--- src/rtl/lockseq_ctl.sv ---
module lockseq_ctl (
  input  logic clk,
  input  logic rst_n,
  input  logic lock_in,
  output logic tag_seq,
  output logic tag_seqn,
  input  logic head_seq,
  input  logic head_seqn,
  input  logic q_empty,
  input  logic send,
  input  logic send_read,
  output logic link_seq,
  output logic hold_off
);

  logic [1:0] sync_q;
  logic       lock_d;
  logic       grp_r;
  logic       active_r;
  logic       gap_r;
  logic       last_r;
  logic       done_now;
  logic       start_now;

  assign tag_seq  = sync_q[1];
  assign tag_seqn = grp_r;

  assign done_now = active_r &&
                    ((!sync_q[1] && q_empty) ||
                     (!q_empty && (!head_seq || (head_seqn != last_r))));

  assign start_now = send && send_read && head_seq && !active_r && !gap_r;

  assign link_seq = active_r;
  assign hold_off = done_now || gap_r;

  always_ff @(posedge clk or negedge rst_n) begin
    if (!rst_n) begin
      sync_q <= 2'b00;
      lock_d <= 1'b0;
      grp_r  <= 1'b0;
    end else begin
      sync_q <= {sync_q[0], lock_in};
      lock_d <= sync_q[1];
      if (lock_d && !sync_q[1]) grp_r <= !grp_r;
    end
  end

  always_ff @(posedge clk or negedge rst_n) begin
    if (!rst_n) begin
      active_r <= 1'b0;
      gap_r    <= 1'b0;
      last_r   <= 1'b0;
    end else begin
      gap_r <= done_now;
      if (done_now)       active_r <= 1'b0;
      else if (start_now) active_r <= 1'b1;
      if (send && (active_r || start_now)) last_r <= head_seqn;
    end
  end

endmodule


--- config.mk ---
export PLATFORM = sky130hd
export DESIGN_NAME = lockseq_ctl
export DESIGN_NICKNAME = d
export VERILOG_FILES = /design/src/rtl/lockseq_ctl.sv
export SDC_FILE = /design/constraint.sdc
export NUM_CORES = 1
export LEC_CHECK = 0
export CORE_AREA = 2 2 39 41
export CTS_CLUSTER_SIZE = 24
export DETAILED_ROUTE_END_ITERATION = 10
export DIE_AREA = 0 0 41 43
export GPL_TIMING_DRIVEN = 0
export PLACE_DENSITY_LB_ADDON = 0.08
export SYNTH_ARGS = -nofsm -noshare
export SYNTH_HDL_FRONTEND = slang
export SYNTH_SLANG_ARGS = --single-unit
--- constraint.sdc ---
create_clock -name clk -period 1 [get_ports clk]
set_input_delay 0.1 -clock clk [delete_from_list [all_inputs] [get_ports clk]]
set_output_delay 0.1 -clock clk [all_outputs]
set_load 0.005 [all_outputs]
==> results.toml, run 1 <==
[clock_network]
clock-sinks = 7
htree_levels = 1
clock_path_buffers = 2
cts_inserted_buffers = 3
clk_pin_slew_ns = 0.05
cts_tree = "built"
clock_tree.root_cell = "clkbuf_4"
clk_latency_ns = 0.25

[critical_path]
cpMaxStageDelayCell = "dfrtp_1"
path_cells = "xor2_1 -> o311ai_2 -> nand2b_1 -> buf_2"
path_class = "reg2out"
critical-path-top-delay-family = "flip-flops"
crit_fanout = 3
crit_buf_inv = 1
required_ns = 0.90
worstPathArrival_ns = 1.27
crit_path_start_kind = "flip-flop"
critPathCaptureType = "output port"
cpPeakStageDelay_ns = 0.38

[sta]
hold_viol_final = 0
fin_tns_setup_ns = -0.503
setup_viol = 3
setup_ws_ns = -0.372
worst_pin_slew_ns = 0.318
fmax_ghz = 0.729
rsz0062_at_grt = "true"
fin_worst_skew_ns = 0.00182
period_needed_ns = 1.37
fin_crit_sh_pct = 137
drv_slew = 0
relSlewSlack_pct = 78.7

[cells_and_area]
drive_above_1_share_pct = 28.9
layout.nets = 47
area_delta_synth_final_pct = 69.0
final_cells = 54
antenna_cells = 0
fill_cells = 145
fin_util_pct = 32.5

[yosys]
syn_area_um2 = 267
syn_nets = 27
synth-seq-area-share_pct = 65.7
synth-seq-cells = 7
ys_types = 11
syn_inst = 19
syn_area_per_cell_um2 = 14.0
yosysWarningCount = 0

[placed_design]
io_buffers = 11
dpl.hpwl_um = 345
routabilityCongestion = 0.588
dp_cells = 46

[floorplan]
die_y_um = 43
die-area_um2 = 1760
core.rowCount = 14
die_w_um = 41
io_pins = 12
core_um2 = 1380
start_util_pct = 19.3

[pwr]
ir_worst_vdd_v = 0.000720
power.static_leakage_nw = 0.210
power_mw = 1.01
p_per_area_nw_per_um2 = 2230

[grt]
grt_pass1_wl_um = 759
grt_max_degree = 8
grt_pass1_vias = 190
grt_overflow = 0
antenna_found_initial = 0
grt_usage_pct = 7.11

[drt]
wl_per_cell_um = 8.67
wirelength_um = 468
remaining_drc_errors = 0
first_pass_iters = 2
drtIter0Drc = 6
postRouteAntennaNets = 0
vias = 204
vias_per_cell = 3.78

[status]
violations = "setup timing"
outcome = "complete, but fails checks"

[job]
drv_cap = 0

[min_path]
hold_class = "in2async"
==> synth_stat cells <==
cell / number / area share (%)
dfrtp_1: 7 / 66
inv_1: 2 / 2.8
nand2b_1: 2 / 4.7
a21oi_1: 1 / 1.9
and4b_1: 1 / 3.8
mux2_1: 1 / 4.2
nand2_1: 1 / 1.4
o21a_1: 1 / 2.8
o311ai_2: 1 / 6.1
xnor2_1: 1 / 3.3
xor2_1: 1 / 3.3
==> stage by stage <==
step | hold WS (ns) | setup WS [ns] | area, µm²
floorplan | -0.196 | -0.0611 | 267
global placement | 0.335 | -0.595 | 397
detailed placement | 0.345 | -0.609 | 397
CTS | 0.100 | -0.430 | 442
global route | 0.112 | -0.452 | 450
finish | 0.108 | -0.372 | 450
==> worst reg2reg max path, stage by stage, from the launching register on <==
cell     delay, ns
dfrtp_1       0.36
and4b_1       0.27
a21oi_2       0.05
mux2_1        0.30
==> report_power, final <==
group / internal, mW / switching [mW]
sequential: 0.364 / 0.0380
clock: 0.152 / 0.103
combinational: 0.225 / 0.124
total: 0.741 / 0.265
==> sequential cells by signal (all words and copies together) (netlist names) <==
name,flops
sync_q,2
gap_r,1
last_r,1
link_seq,1
lock_d,1
tag_seqn,1
==> cell type report <==
cell class | count | area [µm²] | share of cell area, %
Clock buffer | 4 | 26.3 | 5.83
Inverter | 2 | 7.51 | 1.67
Multi-Input combinational cell | 10 | 87.6 | 19.4
Sequential cell | 7 | 175 | 38.9
Tap cell | 16 | 20.0 | 4.44
Timing Repair Buffer | 15 | 134 | 29.7
==> final timing paths <==
kind	start	to	slack [ns]	cells past startpoint
worst max-delay path	last_r	hold_off	-0.37	4
worst min-delay path	rst_n	sync_q[0]	0.11	1
worst max register to register	gap_r	last_r	-0.10	3
worst min register to register	sync_q[0]	sync_q[1]	0.36	0
max in group asynchronous	rst_n	gap_r	0.65	1
min in group clk	lock_in	sync_q[0]	0.28	1
==> per-layer routing <==
| metal | global-route usage (%) | wire length [µm] |
|---|---|---|
| met5 | 0 | 0 |
| met4 | 4.00 | 0 |
| met3 | 6.28 | 46 |
| met2 | 7.81 | 227 |
| met1 | 9.03 | 194 |
==> layout by cell type (no fill, tap or decap), drive strengths merged <==
master,Yosys,routed
dfrtp,7,7
clkdlybuf4s50,0,7
clkbuf,0,5
buf,0,5
inv,2,2
nand2b,2,2
clkdlybuf4s15,0,2
xor2,1,1
nand2,1,1
o311ai,1,1
xnor2,1,1
and4b,1,1
o21a,1,1
a21oi,1,1
mux2,1,1
==> cell families after synthesis <==
| kind of cell | Yosys count | share of synthesized area [%] |
|---|---|---|
| simple gates | 4 | 9.86 |
| xor+xnor | 2 | 6.57 |
| buf+inv | 2 | 2.82 |
| flops | 7 | 65.7 |
| compound gates | 3 | 10.8 |
| mux | 1 | 4.23 |
==> timing repair <==
action,CTS,global route
setup buffers,3,1
setup endpoints to repair,7,7
hold buffers,0,0
resized for setup,9,4
pin swaps,2,1
Note: power is estimated with default switching activity, not from simulation.
==> run 2: changes to the inputs <==
- CTS_CLUSTER_SIZE: 24 -> 25
==> results of run 2 <==
No change in the layout: final DEF, timing and power equal those of run 1.
==> run 3: changes to the inputs <==
- ABC_AREA: not set -> 1
- clock period: 1 -> 1.5 ns (I/O delays scaled with it)
==> run 3 against run 2 <==
- routed wire length up 14%
- synthesized area up 12%
- global-route usage up 1.0 points
- the flow now finishes without violations
- sequential cell count unchanged
- first-iteration DRC count down 100%
- clock skew up 0.0023 ns
- design area up 0.83%
- clock power down 34%
- non-clock buffer count down 4
- register-to-register slack better by 0.73 ns
- final cell count up 22%
- largest power group unchanged
- core utilization up 0.27 points
==> results.toml, run 3 <==
[drt]
drtIter0Drc = 0
wl_per_cell_um = 8.11
postRouteAntennaNets = 0
first_pass_iters = 1
remaining_drc_errors = 0
vias_per_cell = 3.70
wirelength_um = 535
vias = 244

[floorplan]
die-area_um2 = 1760
die_w_um = 41
core.rowCount = 14
core_um2 = 1380
start_util_pct = 21.6
io_pins = 12
die_y_um = 43

[clock_network]
cts_tree = "built"
clock_tree.root_cell = "clkbuf_4"
clk_pin_slew_ns = 0.05
clock-sinks = 7
htree_levels = 1
postCtsSetupBuffers = 0
clock_path_buffers = 2
clk_latency_ns = 0.25
cts_inserted_buffers = 3

[yosys]
synthTopCellsByCount = "11 x nand2_1, 10 x inv_1, 7 x dfrtp_1"
syn_inst = 35
yosysWarningCount = 0
synthArstFlopShare_pct = 100
dominantRegCellSynth = "dfrtp_1"
yosysTopAreaCellShare_pct = 58.6
syn_area_per_cell_um2 = 8.54
synth_most_common_cell = "nand2_1"
syn_nets = 43
syn_area_um2 = 299
synth_edf_count = 0
ys_types = 9
synth-seq-cells = 7
synth_area_leaders = "dfrtp_1 59%, nand2_1 14%, inv_1 13%"
synth_top_cell_by_area = "dfrtp_1"
synth-seq-area-share_pct = 58.6

[critical_path]
rr_startpoint = "gap_r"
crit_path_start_kind = "input port"
critPathCaptureType = "output port"
path_cells = "clkdlybuf4s50_1 -> inv_1 -> nand2_1 -> nand3_1 -> nand3_2 -> nand2_1 -> dlygate4sd2_1"
critPathMostFrequentCell = "nand2_1"
crit_buf_inv = 3
required_ns = 1.35
crit_fanout = 3
r2r_end = "last_r"
reg2reg_slack_ns = 0.63
cpMaxStageDelayCell = "clkdlybuf4s50_1"
critical-path-top-delay-family = "buffers and inverters"
reg2reg_depth = 6
cpPeakStageDelay_ns = 0.49
path_class = "in2out"
worstPathArrival_ns = 1.21

[sta]
drv_slew = 0
setup_viol = 0
setup_ws_ns = 0.143
fin_crit_sh_pct = 90.5
fin_worst_skew_ns = 0.00413
relSlewSlack_pct = 78.8
hold_viol_final = 0
fmax_ghz = 0.737
period_needed_ns = 1.36
rsz0062_at_grt = "false"
worst_pin_slew_ns = 0.317

[pwr]
power.static_leakage_nw = 0.244
ir_worst_vdd_v = 0.000558
p_per_area_nw_per_um2 = 1440
power_mw = 0.653

[cells_and_area]
largest_reg_flops = 2
drive_above_1_share_pct = 12.0
antenna_cells = 0
largest-register = "sync_q"
final_common_cell = "nand2_1"
layout.nets = 59
area_delta_synth_final_pct = 51.9
most-common-layout-cells = "11 x nand2_1, 10 x inv_1, 10 x clkdlybuf4s50_1"

[status]
outcome = "finished, final reports clean"

[placed_design]
io_buffers = 11
routabilityCongestion = 0.583
dpl.hpwl_um = 397
place_ws_ns = -0.0993

[grt]
grt_pass1_vias = 234
grt_usage_pct = 8.11
grt_overflow = 0
grt_pass1_wl_um = 903
grt_max_degree = 8
antenna_found_initial = 0

[job]
drv_cap = 0

[min_path]
hold_class = "in2async"
-- run 3: cell count changes after synthesis --
cell | before | now
nor2_1 | 0 | 1
xor2_1 | 1 | 0
nand2_2 | 0 | 1
nand3_1 | 0 | 2
nor2_2 | 0 | 1
nand3_2 | 0 | 1
and4b_1 | 1 | 0
o21a_1 | 1 | 0
o311ai_2 | 1 | 0
nand2b_1 | 2 | 0
mux2_1 | 1 | 0
inv_1 | 2 | 10
nand2_1 | 1 | 11
a21oi_1 | 1 | 0
-- run 3: repair_timing --
action,CTS,global route
resized for setup,1,0
hold buffers,0,0
endpoints found under the setup margin,1,0
-- run 3: through the flow --
stage	instance area (µm²)	utilization (%)	TNS, ns	cells	hold slack (ns)
2_1_floorplan	299	-	0	35	-0.146
3_3_place_gp	429	31.0	-0.101	62	0.336
3_5_place_dp	429	31.0	-0.0993	62	0.340
4_1_cts	454	32.8	0	66	0.159
5_1_grt	454	32.8	0	66	0.162
6_report	454	32.8	0	66	0.158
-- run 3: kinds of logic after synthesis --
group,synth area share [%]
buf+inv,12.6
xor+xnor,2.93
flops,58.6
simple gates,25.9
-- run 3: per-layer routing --
| layer | share of wire, % | GRT usage (%) |
|---|---|---|
| met4 | 0 | 8.00 |
| met2 | 40 | 9.69 |
| met1 | 49 | 9.97 |
| met3 | 11 | 3.66 |
| met5 | 0 | 0 |
-- run 3: where the power goes --
group | internal, mW | switching (mW)
sequential | 0.242 | 0.0358
combinational | 0.121 | 0.0850
clock | 0.101 | 0.0680
-- run 3: how the worst max path moves through the flow --
stage / startpoint / to / slack, ns / cells past startpoint
after global placement: head_seqn / hold_off / -0.10 / 6
after detailed placement: head_seqn / hold_off / -0.1 / 6
after floorplan: last_r / hold_off / 0.67 / 5
after CTS: head_seqn / hold_off / 0.12 / 7
after global routing: head_seq / hold_off / 0.04 / 7
final: head_seqn / hold_off / 0.14 / 7
-- run 3: area by class of cell --
cell class / count / area [µm²]
Timing Repair Buffer: 11 / 109
Inverter: 10 / 37.5
Sequential cell: 7 / 175
Clock buffer: 4 / 26.3
Fill cell: 148 / 930
Tap cell: 16 / 20.0
Multi-Input combinational cell: 18 / 86.3
